--- src/rtl/pc_seq_pkg.sv ---
// Shared update codes for the program counter sequencer.
// Assumes one update code per cycle; codes not listed act as hold.
package pc_seq_pkg;
    typedef enum logic [2:0] {
        PC_HOLD = 3'd0,
        PC_STEP = 3'd1,
        PC_WRLO = 3'd2,
        PC_JUMP = 3'd3,
        PC_CALL = 3'd4,
        PC_RET  = 3'd5,
        PC_IRQ  = 3'd6
    } pc_op_e;
endpackage

--- src/rtl/pc_hi_latch.sv ---
// Holding register for the upper fetch address bits.
// Stores only HI_W bits. The readback pads the rest of the byte with zeros.
// Assumes a write takes effect at the next clock edge.
module pc_hi_latch #(
    parameter int LO_W = 8,
    parameter int HI_W = 2
) (
    input  logic            clk,
    input  logic            rst_n,
    input  logic            we_i,
    input  logic [LO_W-1:0] wdata_i,
    output logic [HI_W-1:0] hi_o,
    output logic [LO_W-1:0] rdata_o
);
    logic [HI_W-1:0] hi_q;
    logic            unused_pad;

    // Capture the meaningful bits on a write.
    always_ff @(posedge clk) begin
        if (!rst_n)    hi_q <= '0;
        else if (we_i) hi_q <= wdata_i[HI_W-1:0];
    end

    assign unused_pad = ^wdata_i[LO_W-1:HI_W];
    assign hi_o       = hi_q;
    assign rdata_o    = {{(LO_W-HI_W){1'b0}}, hi_q};

    AST_LAT_HOLD: assert property (@(posedge clk) disable iff (!rst_n)
        !we_i |=> $stable(hi_o));
endmodule

--- src/rtl/pc_ret_stack.sv ---
// Circular return stack with a saturating depth count.
// The pointer marks the next free slot and wraps over DEPTH slots, so an
// overflowing push replaces the oldest entry. Assumes DEPTH is a power of two
// and that push and pop never occur together.
module pc_ret_stack #(
    parameter int DEPTH = 8,
    parameter int W     = 10
) (
    input  logic                       clk,
    input  logic                       rst_n,
    input  logic                       push_i,
    input  logic                       pop_i,
    input  logic [W-1:0]               push_val_i,
    output logic [W-1:0]               top_o,
    output logic [$clog2(DEPTH+1)-1:0] depth_o,
    output logic                       empty_o,
    output logic                       full_o
);
    localparam int PTR_W = $clog2(DEPTH);
    localparam int CNT_W = $clog2(DEPTH+1);
    localparam logic [CNT_W-1:0] CNT_MAX = CNT_W'(DEPTH);

    logic [W-1:0]     slot_q [DEPTH];
    logic [PTR_W-1:0] ptr_q;
    logic [PTR_W-1:0] ptr_dec;
    logic [CNT_W-1:0] cnt_q;

    assign ptr_dec = ptr_q - 1'b1;
    assign top_o   = slot_q[ptr_dec];

    // Write the pushed value into the free slot.
    always_ff @(posedge clk) begin
        if (!rst_n) begin
            for (int i = 0; i < DEPTH; i++) slot_q[i] <= '0;
        end else if (push_i) begin
            slot_q[ptr_q] <= push_val_i;
        end
    end

    // Move the wrapping pointer on push and pop.
    always_ff @(posedge clk) begin
        if (!rst_n)      ptr_q <= '0;
        else if (push_i) ptr_q <= ptr_q + 1'b1;
        else if (pop_i)  ptr_q <= ptr_dec;
    end

    // Track the number of valid entries, limited to 0..DEPTH.
    always_ff @(posedge clk) begin
        if (!rst_n)                           cnt_q <= '0;
        else if (push_i && cnt_q != CNT_MAX)  cnt_q <= cnt_q + 1'b1;
        else if (pop_i && cnt_q != '0)        cnt_q <= cnt_q - 1'b1;
    end

    assign depth_o = cnt_q;
    assign empty_o = (cnt_q == '0);
    assign full_o  = (cnt_q == CNT_MAX);

    AST_NO_PUSH_POP: assert property (@(posedge clk) disable iff (!rst_n)
        !(push_i && pop_i));
    AST_DEPTH_BOUND: assert property (@(posedge clk) disable iff (!rst_n)
        depth_o <= CNT_MAX);
    AST_PUSH_SAVED: assert property (@(posedge clk) disable iff (!rst_n)
        push_i |=> top_o == $past(push_val_i));
endmodule

--- src/rtl/pc_next_sel.sv ---
// Combinational source selection for the next fetch address.
// It also issues the stack push and pop requests. Codes without a meaning
// here hold the address.
module pc_next_sel
    import pc_seq_pkg::*;
#(
    parameter int PC_W    = 10,
    parameter int LO_W    = 8,
    parameter int IRQ_VEC = 4
) (
    input  logic [2:0]         op_i,
    input  logic [PC_W-1:0]    pc_i,
    input  logic [LO_W-1:0]    wr_data_i,
    input  logic [PC_W-LO_W-1:0] hi_i,
    input  logic [PC_W-1:0]    target_i,
    input  logic [PC_W-1:0]    top_i,
    output logic [PC_W-1:0]    next_o,
    output logic [PC_W-1:0]    push_val_o,
    output logic               push_o,
    output logic               pop_o
);
    pc_op_e op;
    assign op         = pc_op_e'(op_i);
    assign push_val_o = pc_i + 1'b1;

    // Choose the address source and the stack action.
    always_comb begin
        next_o = pc_i;
        push_o = 1'b0;
        pop_o  = 1'b0;
        unique case (op)
            PC_STEP: next_o = pc_i + 1'b1;
            PC_WRLO: next_o = {hi_i, wr_data_i};
            PC_JUMP: next_o = target_i;
            PC_CALL: begin next_o = target_i; push_o = 1'b1; end
            PC_RET:  begin next_o = top_i;    pop_o  = 1'b1; end
            PC_IRQ:  begin next_o = PC_W'(IRQ_VEC); push_o = 1'b1; end
            default: next_o = pc_i;
        endcase
    end
endmodule

--- src/rtl/pc_sequencer.sv ---
// Program counter sequencer: the fetch address register, the holding
// register for the upper bits, and the return stack.
// Assumes one update code per cycle and an instruction memory of 2**PC_W words.
module pc_sequencer
    import pc_seq_pkg::*;
#(
    parameter int PC_W    = 10,
    parameter int LO_W    = 8,
    parameter int DEPTH   = 8,
    parameter int IRQ_VEC = 4
) (
    input  logic                       clk,
    input  logic                       rst_n,
    input  logic [2:0]                 op_i,
    input  logic [LO_W-1:0]            wr_data_i,
    input  logic [PC_W-1:0]            target_i,
    input  logic                       lat_we_i,
    input  logic [LO_W-1:0]            lat_wdata_i,
    output logic [PC_W-1:0]            pc_o,
    output logic [LO_W-1:0]            lat_rdata_o,
    output logic [$clog2(DEPTH+1)-1:0] stk_depth_o,
    output logic                       stk_empty_o,
    output logic                       stk_full_o
);
    localparam int HI_W = PC_W - LO_W;

    logic [PC_W-1:0] pc_q, pc_next, push_val, top;
    logic [HI_W-1:0] hi;
    logic            push, pop;

    pc_hi_latch #(.LO_W(LO_W), .HI_W(HI_W)) u_latch (
        .clk(clk), .rst_n(rst_n), .we_i(lat_we_i), .wdata_i(lat_wdata_i),
        .hi_o(hi), .rdata_o(lat_rdata_o)
    );

    pc_next_sel #(.PC_W(PC_W), .LO_W(LO_W), .IRQ_VEC(IRQ_VEC)) u_sel (
        .op_i(op_i), .pc_i(pc_q), .wr_data_i(wr_data_i), .hi_i(hi),
        .target_i(target_i), .top_i(top), .next_o(pc_next),
        .push_val_o(push_val), .push_o(push), .pop_o(pop)
    );

    pc_ret_stack #(.DEPTH(DEPTH), .W(PC_W)) u_stack (
        .clk(clk), .rst_n(rst_n), .push_i(push), .pop_i(pop),
        .push_val_i(push_val), .top_o(top), .depth_o(stk_depth_o),
        .empty_o(stk_empty_o), .full_o(stk_full_o)
    );

    // Register the selected next fetch address.
    always_ff @(posedge clk) begin
        if (!rst_n) pc_q <= '0;
        else        pc_q <= pc_next;
    end

    assign pc_o = pc_q;

    AST_HOLD_STABLE: assert property (@(posedge clk) disable iff (!rst_n)
        (op_i == PC_HOLD) |=> $stable(pc_o));
    AST_STEP_ADDS: assert property (@(posedge clk) disable iff (!rst_n)
        (op_i == PC_STEP) |=> pc_o == PC_W'($past(pc_o) + 1'b1));
    AST_JUMP_TARGET: assert property (@(posedge clk) disable iff (!rst_n)
        (op_i == PC_JUMP) |=> pc_o == $past(target_i));
    AST_WRLO_BYTE: assert property (@(posedge clk) disable iff (!rst_n)
        (op_i == PC_WRLO) |=> pc_o[LO_W-1:0] == $past(wr_data_i));
    AST_RET_TOP: assert property (@(posedge clk) disable iff (!rst_n)
        (op_i == PC_RET) |=> pc_o == $past(top));
    AST_IRQ_VECTOR: assert property (@(posedge clk) disable iff (!rst_n)
        (op_i == PC_IRQ) |=> pc_o == PC_W'(IRQ_VEC));
endmodule

--- config.mk ---
export PLATFORM = sky130hd
export DESIGN_NAME = pc_sequencer
export DESIGN_NICKNAME = d
export VERILOG_FILES = /design/src/rtl/pc_seq_pkg.sv /design/src/rtl/pc_hi_latch.sv /design/src/rtl/pc_ret_stack.sv /design/src/rtl/pc_next_sel.sv /design/src/rtl/pc_sequencer.sv
export SDC_FILE = /design/constraint.sdc
export NUM_CORES = 1
export LEC_CHECK = 0
export BUFFER_PORTS_ARGS = -buffer_cell sky130_fd_sc_hd__buf_4
export CAP_MARGIN = 40
export CORE_MARGIN = 1.5
export CORE_UTILIZATION = 40
export CTS_BUF_LIST = sky130_fd_sc_hd__clkbuf_8
export DETAILED_ROUTE_END_ITERATION = 16
export GPL_TIMING_DRIVEN = 1
export PLACE_DENSITY_LB_ADDON = 0.15
export SYNTH_ARGS = -nofsm -noshare
export SYNTH_HDL_FRONTEND = slang
export SYNTH_HIERARCHICAL = 1
export SYNTH_SLANG_ARGS = --single-unit
--- constraint.sdc ---
create_clock -name clk -period 3.9 [get_ports clk]
set_input_delay 0.39 -clock clk [delete_from_list [all_inputs] [get_ports clk]]
set_output_delay 0.39 -clock clk [all_outputs]
set_load 0.005 [all_outputs]
==> metrics.md <==
| Metric | Value |
|---|---|
| Ys Warns | 6 |
| Synthesized area | 5350 um2 |
| Distinct cells, synth | 63 |
| IO Port Bufs | 43 |
| Final Cycle Share | ~76% |
| FP Rows | 42 |
| Gr usage total | 18.8% |
| Die ar. | roughly 14000 um2 |
| Global-route wire length before repair | just under 20 mm |
| Commonest non-fill, non-tap cell in the layout | and2_1 |
| Cts repair resizes | 0 |
| RSZ-0062 raised after global routing | no |
| Syn_area_per_cell | 12.4 um2 |
| CTS sink cnt | 99 |
| Vias in the first global route | 3385 |
| Dpl hpwl | between 8 and 9 mm |
| Nature of the critical path endpoint | flip-flop |
| Initial antenna violation count | 0 |
| Clk Latency, worst-skew pair | approximately 380 ps |
| Final setup violation count | 0 |
| Clock skew | between 10 and 15 ps |
| CTS tree | yes |
| Via-per-instance ratio | 5.29 |
| Post-synth top flop | edfxtp_1 |
| Total gr overflow | 0 |
| Max Clk Rate | 337 MHz |
| Yosys reg bits | 99 |
| Placed Cells | 642 |
| Wire length per cell | 19.1 um |
| Area growth, synth to finish | 11.8% |
| Number of synthesized flops with an enable pin | 80 |
| Min Tclk post-route | slightly below 3000 ps |
| Hold Crit Start | lat_wdata_i[0] |
| Reg clk slew, reported paths | approximately 90 ps |
| Max-slew violation count | 0 |
| I/O Pins | 56 |
| DRC | 0 |
| Reg2Reg Depth | 10 |
| VDD IR-drop max | 0.000285 V |
| GPL Wtd Cong | 0.810 |
| Setup bufs post-CTS | 0 |
| Gate Count Post-Synth | 432 |
| CTS Buf Count | 9 |
| H-tree Lvls | 3 |
| Total leakage power | 2.34 nW |
| Antenna-violating nets left | 0 |
| Most frequent cells in the layout | and2_1, edfxtp_1, buf_4 |
| FF-to-FF End | pc_o[9] |
| Crit path required time | 4180 ps |
| Share of post-route cells with drive strength above 1 | 23.2% |
| Slew @ Worst Pin | 851 ps |
| Max_slew headroom | between 40% and 50% |
| Hold Fails Final Rpt | 0 |
| Inserted Diodes | 0 |
| DRT Wirelength | 12.5 mm |
| Worst hold path class | in2reg |
| WHS Endpoint | u_latch/hi_o[0] |
| Reg-to-reg critical path startpoint | u_stack/ptr_q[1] |
| Power per cell area | 385 nW/um2 |
| Iteration-0 DRC Markers | 269 |
| Non-Filler Instances | roughly 660 |
| Max Cap Viol | 0 |
| Crit path max fanout | 17 |
| Final #Nets | roughly 520 |
| CP Launch Type | flip-flop |
| Area of the core | about 13000 um2 |
| Die X | 119 um |
| Crit. Startpoint | u_stack/ptr_q[1] |
| Drt first pass iters | 5 |
| Root buffer cell | clkbuf_8 |
| Initial core utilization | 40.7% |
| Crit path DAT | ~3200 ps |
| Max clock buf depth | 2 |
| Die Y | 119 um |
| Hold Buf Count CTS | 0 |
| Fillers | 1274 |
| Sequential fraction of the synthesis area | 52.0% |
| Kind of critical path | reg2reg |
| FFs w/ async S/R, synth | 0% |
| Worst reg2reg setup slack | 930 ps |
| Status | completed |
| Hold Path Cell Cnt | 3 |
| Pin count of the biggest net entering global routing | 30 |
| Vias | around 3500 |
| Setup TNS | 0 ps |
-- worst max path at each step --
stage | depth (start not counted) | to
finish | 10 | pc_o[9]
detailed placement | 10 | pc_o[9]
CTS | 10 | pc_o[9]
global route | 10 | pc_o[2]
floorplan | 12 | pc_o[1]
global placement | 10 | pc_o[9]
-- logic make-up (layout without fill, tap and decap cells) --
logic type,Yosys count,in the layout,share of synthesized area (%)
AOI/OAI and AO/OA,76,76,9.78
other,1,6,0.0701
muxes,34,34,11.7
DFF,99,99,52.0
adders and majority gates,6,6,1.54
xor gates and xnor gates,13,13,2.48
and+or+nand+nor,168,168,18.2
buffers and inverters,35,80,4.16
-- where the power goes --
part           switching [mW]  internal [mW]
sequential             0.0424           1.19
clock                   0.367          0.232
combinational           0.241          0.227
-- synthesized netlist by cell type (all sizes together) (4+ instances only) --
library cell / n / area, um2
o22ai: 4 / 25.0
inv: 9 / 33.8
edfxtp: 80 / 2400
nand3: 9 / 45.0
a21oi: 14 / 73.8
o21ai: 21 / 105
clkbuf: 4 / 15.0
nor2: 18 / 75.1
xor2: 8 / 88.8
a21o: 4 / 31.3
mux4: 20 / 465
mux2: 11 / 131
nand2b: 5 / 31.3
nor2b: 7 / 43.8
buf: 22 / 174
and3: 4 / 31.3
a221oi: 5 / 43.8
dfxtp: 19 / 380
ha: 5 / 62.6
and2: 97 / 612
nor3: 4 / 20.0
nand2: 18 / 70.1
xnor2: 5 / 43.8
-- cell type report --
type | instances | area (um2) | share of cell area, %
well taps | 176 | 220 | 3.68
clock buffers | 9 | 124 | 2.07
inverters | 9 | 33.8 | 0.565
clock inverters | 7 | 42.5 | 0.711
flip-flops and latches | 99 | 2780 | 46.5
repair buffers | 55 | 413 | 6.91
multi-input cells | 303 | 2360 | 39.5
-- critical path, cell delays in order (launching register included) --
cell,delay [ps]
dfxtp_1,380
inv_1,70
ha_1,830
buf_4,270
mux4_1,270
mux2_4,280
nand2_1,90
a32o_1,190
a21oi_1,60
o2bb2a_1,270
and2_1,150
-- sequential cells by signal (all words and copies together) (netlist names) --
name	count
u_latch/hi_o	2
u_stack/slot_q	80
u_stack/depth_o	4
u_stack/ptr_q	3
pc_o	10
-- metal layers --
| layer | share of wire [%] | GRT usage [%] | routed length [um] |
|---|---|---|---|
| met1 | 46 | 25.8 | 5760 |
| met2 | 48 | 29.9 | 6000 |
| met3 | 4.9 | 4.44 | 616 |
| met4 | 1.3 | 5.05 | 157 |
| met5 | 0 | 0 | 0 |
-- stage by stage --
step / worst slack, ps / utilization (%) / area (um2) / power, mW / hold WS (ps)
after floorplan: 1060 / - / 5370 / 1.57 / 507
final: 934 / 45.5 / 5980 / 2.30 / 275
after detailed placement: 924 / 44.2 / 5810 / 1.73 / 537
after global routing: 719 / 45.5 / 5980 / 2.42 / 260
after global placement: 967 / 44.2 / 5810 / 1.73 / 536
after CTS: 906 / 45.5 / 5980 / 2.33 / 258
Note: power is estimated with default switching activity, not from simulation.
